**src/rtl/pio_pkg.sv**
```systemverilog
package pio_pkg;

    // instruction field positions (bit 15 is the class bit)
    localparam int INS_W      = 16;
    localparam int F_CLASS0   = 15;
    localparam int F_GRP_HI   = 14;
    localparam int F_GRP_LO   = 13;
    localparam int F_MODE     = 12;
    localparam int F_DIR      = 11;
    localparam int F_LDA      = 10;
    localparam int F_PORT_LO  = 4;
    localparam int F_REG_LO   = 0;

    typedef enum logic [1:0] {
        ST_IDLE = 2'd0,
        ST_OUT  = 2'd1,
        ST_IN   = 2'd2,
        ST_LDA  = 2'd3
    } pio_state_t;

    typedef struct packed {
        logic       is_io;
        logic       set_addr;
        logic       indirect;
        logic       dir_out;
        logic [3:0] imm_port;
        logic [3:0] reg_sel;
    } pio_dec_t;

endpackage

```
**src/rtl/pio_decode.sv**
```systemverilog
module pio_decode
    import pio_pkg::*;
(
    input  logic [INS_W-1:0] word,
    output pio_dec_t         dec
);
    always_comb begin
        dec.is_io    = !word[F_CLASS0] && word[F_GRP_HI] && word[F_GRP_LO];
        dec.set_addr = word[F_LDA];
        dec.indirect = word[F_MODE];
        dec.dir_out  = word[F_DIR];
        dec.imm_port = word[F_PORT_LO +: 4];
        dec.reg_sel  = word[F_REG_LO +: 4];
    end
endmodule

```
**src/rtl/pio_addr_reg.sv**
```systemverilog
module pio_addr_reg #(
    parameter int PORT_AW = 4
) (
    input  logic               clk,
    input  logic               rst_n,
    input  logic               load,
    input  logic [PORT_AW-1:0] d,
    output logic [PORT_AW-1:0] q
);
    always_ff @(posedge clk or negedge rst_n) begin
        if (!rst_n)
            q <= '0;
        else if (load)
            q <= d;
    end
endmodule

```
**src/rtl/pio_fsm.sv**
```systemverilog
module pio_fsm
    import pio_pkg::*;
#(
    parameter int PORT_AW = 4,
    parameter int REG_AW  = 4
) (
    input  logic               clk,
    input  logic               rst_n,
    input  logic               ins_valid,
    input  pio_dec_t           dec,
    output logic               ready,
    output logic               rd_stb,
    output logic               wr_stb,
    output logic               lda_en,
    output logic               cur_indirect,
    output logic [PORT_AW-1:0] cur_port,
    output logic [REG_AW-1:0]  cur_reg
);
    pio_state_t state, state_nx;
    logic       accept;

    assign accept = ins_valid && (state == ST_IDLE);

    always_comb begin
        state_nx = ST_IDLE;
        unique case (state)
            ST_IDLE: begin
                if (accept && dec.is_io) begin
                    if (dec.set_addr)     state_nx = ST_LDA;
                    else if (dec.dir_out) state_nx = ST_OUT;
                    else                  state_nx = ST_IN;
                end
            end
            ST_OUT:  state_nx = ST_IDLE;
            ST_IN:   state_nx = ST_IDLE;
            ST_LDA:  state_nx = ST_IDLE;
        endcase
    end

    // state register and latched operand fields
    always_ff @(posedge clk or negedge rst_n) begin
        if (!rst_n) begin
            state        <= ST_IDLE;
            cur_indirect <= 1'b0;
            cur_port     <= '0;
            cur_reg      <= '0;
        end else begin
            state <= state_nx;
            if (accept && dec.is_io) begin
                cur_indirect <= dec.indirect;
                cur_port     <= dec.imm_port[PORT_AW-1:0];
                cur_reg      <= dec.reg_sel[REG_AW-1:0];
            end
        end
    end

    // per-state outputs
    always_comb begin
        ready  = 1'b0;
        rd_stb = 1'b0;
        wr_stb = 1'b0;
        lda_en = 1'b0;
        unique case (state)
            ST_IDLE: ready  = 1'b1;
            ST_OUT:  wr_stb = 1'b1;
            ST_IN:   rd_stb = 1'b1;
            ST_LDA:  lda_en = 1'b1;
        endcase
    end
endmodule

```
**src/rtl/pio_exec_unit.sv**
```systemverilog
module pio_exec_unit
    import pio_pkg::*;
#(
    parameter int DATA_W  = 16,
    parameter int PORT_AW = 4,
    parameter int REG_AW  = 4
) (
    input  logic               clk,
    input  logic               rst_n,
    input  logic               ins_valid,
    input  logic [15:0]        ins_word,
    output logic               ins_ready,
    output logic [REG_AW-1:0]  rf_rd_addr,
    input  logic [DATA_W-1:0]  rf_rd_data,
    output logic               rf_wr_en,
    output logic [REG_AW-1:0]  rf_wr_addr,
    output logic [DATA_W-1:0]  rf_wr_data,
    output logic [PORT_AW-1:0] port_addr,
    output logic               port_rd_stb,
    input  logic [DATA_W-1:0]  port_rd_data,
    output logic               port_wr_stb,
    output logic [DATA_W-1:0]  port_wr_data
);
    localparam int NPORTS = 1 << PORT_AW;

    pio_dec_t           dec;
    logic               rd_stb, wr_stb, lda_en, cur_indirect;
    logic [PORT_AW-1:0] cur_port, ior_q, sel_port;
    logic [REG_AW-1:0]  cur_reg;

    pio_decode u_dec (
        .word (ins_word),
        .dec  (dec)
    );

    pio_fsm #(.PORT_AW(PORT_AW), .REG_AW(REG_AW)) u_fsm (
        .clk          (clk),
        .rst_n        (rst_n),
        .ins_valid    (ins_valid),
        .dec          (dec),
        .ready        (ins_ready),
        .rd_stb       (rd_stb),
        .wr_stb       (wr_stb),
        .lda_en       (lda_en),
        .cur_indirect (cur_indirect),
        .cur_port     (cur_port),
        .cur_reg      (cur_reg)
    );

    pio_addr_reg #(.PORT_AW(PORT_AW)) u_ior (
        .clk   (clk),
        .rst_n (rst_n),
        .load  (lda_en),
        .d     (rf_rd_data[PORT_AW-1:0]),
        .q     (ior_q)
    );

    assign sel_port = cur_indirect ? ior_q : cur_port;

    always_comb begin
        rf_rd_addr   = cur_reg;
        rf_wr_addr   = cur_reg;
        rf_wr_en     = rd_stb;
        rf_wr_data   = rd_stb ? port_rd_data : '0;
        port_rd_stb  = rd_stb;
        port_wr_stb  = wr_stb;
        port_addr    = (rd_stb || wr_stb) ? sel_port : '0;
        port_wr_data = wr_stb ? rf_rd_data : '0;
    end

    initial begin
        if (NPORTS > 16 || REG_AW > 4)
            $error("pio_exec_unit: fields exceed instruction nibbles");
    end
endmodule

```
**config.mk**
```make
export PLATFORM = sky130hd
export DESIGN_NAME = pio_exec_unit
export DESIGN_NICKNAME = d
export VERILOG_FILES = /design/src/rtl/pio_pkg.sv /design/src/rtl/pio_decode.sv /design/src/rtl/pio_addr_reg.sv /design/src/rtl/pio_fsm.sv /design/src/rtl/pio_exec_unit.sv
export SDC_FILE = /design/constraint.sdc
export NUM_CORES = 1
export LEC_CHECK = 0
export ABC_AREA = 0
export CAP_MARGIN = 20
export CORE_AREA = 2 2 44 87
export DETAILED_ROUTE_END_ITERATION = 12
export DIE_AREA = 0 0 46 89
export GPL_TIMING_DRIVEN = 0
export MAX_ROUTING_LAYER = met4
export PLACE_DENSITY = 0.79
export SLEW_MARGIN = 20
export SYNTH_ARGS = -nofsm -noshare
export SYNTH_HDL_FRONTEND = slang
export SYNTH_SLANG_ARGS = --single-unit
export TNS_END_PERCENT = 20
```
**constraint.sdc**
```tcl
create_clock -name clk -period 1.79 [get_ports clk]
set_input_delay 0.4475 -clock clk [delete_from_list [all_inputs] [get_ports clk]]
set_output_delay 0.4475 -clock clk [all_outputs]
set_load 0.005 [all_outputs]
```
# Word-level counts from Yosys, hierarchy flattened

Cells that the tools add are included.

Bits in registers: 15
Latch bits: 0
Bits in writable memories: 0
Memory bits (read-only): 0
Bits of input ports: 51
Output and inout port bits: 48
Logic and storage cells: 28
Memories: 0

Add/subtract/negate cells: 0
$mul: 0
Div/mod/pow operators: 0
Magnitude comparators: 0
Eq/ne operators: 3
Shifts and indexed selects: 0
Mux-type cells: 12
Bitwise logic cells: 0
Reductions and logical operators: 8

Operator list:

| operator                                                              | count |
|---|---|
| 16-bit two-way mux                                                    | 2 |
| 4-bit two-way mux                                                     | 2 |
| 2-bit two-way mux                                                     | 3 |
| 2-bit equality test, second input constant                            | 2 |
| 1-bit logical AND                                                     | 4 |
| 1-bit two-way mux                                                     | 4 |
| 2-bit one-hot mux with 2 select lines                                 | 1 |
| 3-bit OR reduction                                                    | 1 |
| 2-bit by 1-bit equality test with 1-bit output, second input constant | 1 |
| 2-bit logical NOT                                                     | 1 |
| 1-bit logical NOT                                                     | 1 |
| 1-bit logical OR                                                      | 1 |

# Logic depth before layout (Yosys ltp)

Depth in word-level cells: 6
Depth in mapped cells: 5
Depth with buffers taken out: 4

# Cells and area by module

A second synthesis with hierarchy kept.

Cells, all modules: 98
Area, all modules: 1022.2 µm²

By module, submodules not included:

| module        | instances | cells an instance | area each (µm²) |
|---|---|---|---|
| pio_fsm       | 1         | 29                | 442.9 |
| pio_exec_unit | 1         | 49                | 342.8 |
| pio_addr_reg  | 1         | 8                 | 145.1 |
| pio_decode    | 1         | 12                | 91.3 |

# Worst setup path after synthesis

OpenSTA, ideal clock, no wires.

Path kind: flip-flop to output port
Start point: register u_fsm.state[0]
End point: output rf_wr_data[10]
Data arrival time: 1067 ps
Setup slack: 275 ps
Cell stages (with the launch flop): 5
Cells stage by stage: dfrtp_1 inv_1 ha_1 clkbuf_1 and2_1

Word-level cells in the longest chain between the ends: 3

Ends and longest elaborated chain:

| item                   | line                | source |
|---|---|---|
| start, declared        | pio_fsm.sv:19       | `pio_state_t state, state_nx;` |
| start signal, assigned | pio_fsm.sv:48       | `state <= state_nx;` |
| 2-bit equality test    | pio_fsm.sv:63       | `unique case (state)` |
| 1-bit two-way mux      | pio_fsm.sv:63       |  |
| net port_rd_stb        | pio_exec_unit.sv:19 | `output logic port_rd_stb,` |
| 16-bit two-way mux     | pio_exec_unit.sv:64 | `rf_wr_data = rd_stb ? port_rd_data : '0;` |
| end, declared          | pio_exec_unit.sv:17 | `output logic [DATA_W-1:0] rf_wr_data,` |

The timed path passes the listed nets, and every way through them passes these cells.

# Final worst setup path

Start point: register u_fsm.state[0]
End point: output port_addr[3]

Word-level cells in the longest chain between the ends: 4
Elaborated cells on any way between the ends: 6
Those cells by class: 2 x eq/ne; 3 x mux; 1 x reduce/logical

Ends and longest elaborated chain:

| item                                                                                         | line                | source |
|---|---|---|
| 2-bit equality test / 2-bit by 1-bit equality test with 1-bit output (equally long branches) | pio_fsm.sv:63       |  |
| 1-bit two-way mux                                                                            | pio_fsm.sv:63       |  |
| 1-bit logical OR (*)                                                                         | pio_exec_unit.sv:67 | `port_addr = (rd_stb \|\| wr_stb) ? sel_port : '0;` |
| 4-bit two-way mux (*)                                                                        | pio_exec_unit.sv:67 |  |
| end, declared                                                                                | pio_exec_unit.sv:18 | `output logic [PORT_AW-1:0] port_addr,` |

Every way passes the cells marked *; elsewhere a longest branch is shown, timed or not.

==> metrics.txt <==
R2R Path Start=u_fsm.state[0]; RSZ-0062 raised after global routing=yes; synthesized instance count=89; clock slew at reported path FFs=0.06 ns; top_reg_cell synth=dfrtp_1; Initial Util=28.8%; final worst slack=-0.0203 ns; drt initial violations=5; Period Utilization, post-route=101%; Die ar.=4090 um2; clock period minus worst slack=1.81 ns; sequential-to-total area share from yosys stat=38.6%; CTS H-tree lvls=1; Final Hold Viols=0; TritonCTS clock tree=done; PortBufs=96; average cell area after synthesis=10.9 um2; Die Wd=46 um; commonest cells in the netlist=32 x and2_1, 15 x dfrtp_1, 8 x mux2_4; vias in the first global route=1067; core area=3380 um2; critical path launch point=u_fsm.state[0]; reg-to-reg slack, setup=0.35 ns; CTS Buf Count=3; relative slew slack=56.5%; layout cells sized above 1=49.2%; largest area contributor in the netlist=dfrtp_1; Clk Latency, worst-skew pair=0.25 ns; Lkg Pwr=1.05 nW; CP Max Fanout=4; wire length per cell=15.0 um; Fin Setup TNS=-0.118 ns; largest net degree at the start of global routing=16; # rows=30; ys async rst share=100%; HP Start=u_fsm.cur_port[3]; post-route DRC violation count=0; Setup CP Type=flip-flop to output port; vias per inst=4.64; RR Endpoint=u_fsm.cur_indirect; PwrDens=529 nW/um2; worst hold stages=1; Die Y=89 um; Post-Syn Nets=144; initial antenna violation count=0; final setup violation count=8; first-pass GRT wire length=4.64 mm; Worst Skew=0.00370 ns; diodes inserted=0; GR Util All Layers=16.0%; violated checks=setup timing; GRT Residual Overflow=0; CTS Root Cell=clkbuf_8; Yosys reg bits=15; total number of vias=1063; area growth from synthesis to layout=118%; Final HPWL DP=2.79 mm; Synth cell types=15; Worst setup EP type=output port; Post-synth EDFFs=0; remaining antenna violation count=0; total clock sinks=15; Mapped Area=972 um2; Final Max Slew Viols=0; status=complete, but fails checks; most numerous cell in the Yosys netlist=and2_1; hold crit path type=flip-flop to flip-flop; Ys Warns=0; final WL=3.44 mm; fmax=0.552 GHz; RePlAce Congestion=0.726; fin util=62.9%; io pins=99; CTS Buffer Depth=2; FF-to-FF path depth=6; Area contributors post-synth=dfrtp_1 39%, and2_1 21%, mux2_4 12%, mux2_2 5.8%, ha_1 5.1%; post-layout net count=253; DRT Pass-1 Iters=2; VDD IR-drop max=590 uV; Least-Margin Pin Slew=0.650 ns; share of the synthesized area in the top cell type=38.6%; Worst Setup Start Kind=flip-flop; Min-Delay Endpoint=u_fsm.cur_port[3]; WP data arrival=1.36 ns; critical path required time=1.34 ns; Max Cap Viol=0; Power, Total=1.12 mW
[final cells by class]
type | count | area, um2
well taps | 32 | 40.0
flip-flops and latches | 15 | 375
multi-input cells | 62 | 618
clock buffers | 3 | 41.3
fillers | 274 | 1250
plain buffers | 9 | 86.3
clock inverters | 1 | 5.00
repair buffers | 104 | 946
inverters | 3 | 11.3
[worst max-delay path by stage]
stage,cells past startpoint,endpoint
floorplan,4,rf_wr_data[10]
global placement,5,rf_wr_data[12]
detailed placement,5,rf_wr_data[12]
CTS,5,port_wr_data[12]
global route,5,port_addr[1]
finish,5,port_addr[3]
[kinds of logic (layout without fill, tap and decap cells)]
| kind of cell | after synthesis | after routing | share of synthesized area, % |
|---|---|---|---|
| flops | 15 | 15 | 38.6 |
| compound gates | 1 | 1 | 0.514 |
| simple gates | 40 | 40 | 26.1 |
| fa+ha+maj | 4 | 4 | 5.15 |
| buf+inv | 12 | 120 | 7.34 |
| mux | 17 | 17 | 22.3 |
[power breakdown]
part / leakage [nW] / internal, mW / switching, mW
combinational: 0.838 / 0.312 / 0.114
sequential: 0.191 / 0.393 / 0.0349
clock: 0.0255 / 0.154 / 0.115
total: 1.05 / 0.860 / 0.264
[critical path: stages (launching register included)]
cell and delay (ns):
dfrtp_1 0.40, inv_2 0.07, buf_6 0.12, ha_4 0.27, nor2b_1 0.12, buf_2 0.12
[metal layers]
layer  GRT usage (%)  wire length (um)
met1            12.5              1040
met4            4.68                38
met5               -                 0
met2            33.0              1970
met3            3.43               395
[cell usage in the layout, fill, tap and decap left out]
master	instances
ha_1	1
ha_4	3
inv_2	2
mux2_4	8
clkbuf_1	1
clkbuf_8	3
clkdlybuf4s50_1	56
clkbuf_16	1
dfrtp_1	15
nor2b_2	1
nand4_2	1
buf_8	3
a21oi_1	1
and2_1	13
inv_1	1
buf_2	5
dlygate4sd2_1	2
clkbuf_2	21
nor2b_1	3
clkdlybuf4s15_1	1
clkinv_2	1
nor2_1	2
nor2b_4	1
and2_4	19
buf_6	18
mux2_2	5
mux2i_1	4
buf_4	5
[metrics by stage]
| step | instances | area, um2 | hold slack [ns] | setup slack, ns |
|---|---|---|---|---|
| 2_1_floorplan | 89 | 972 | 0.152 | 0.275 |
| 3_3_place_gp | 217 | 1970 | 0.498 | -0.471 |
| 3_5_place_dp | 217 | 1970 | 0.496 | -0.506 |
| 4_1_cts | 228 | 2090 | 0.513 | -0.145 |
| 5_1_grt | 229 | 2120 | 0.520 | -0.0875 |
| 6_report | 229 | 2120 | 0.505 | -0.0203 |
[repair_timing]
item | in CTS | in global routing
gates resized for setup | 117 | 66
setup endpoints to repair | 40 | 38
pin swaps | 2 | 1
cloned | 1 | 1
hold buffers | 0 | 0
setup buffers | 6 | 0
Note: power is estimated with default switching activity, not from simulation.
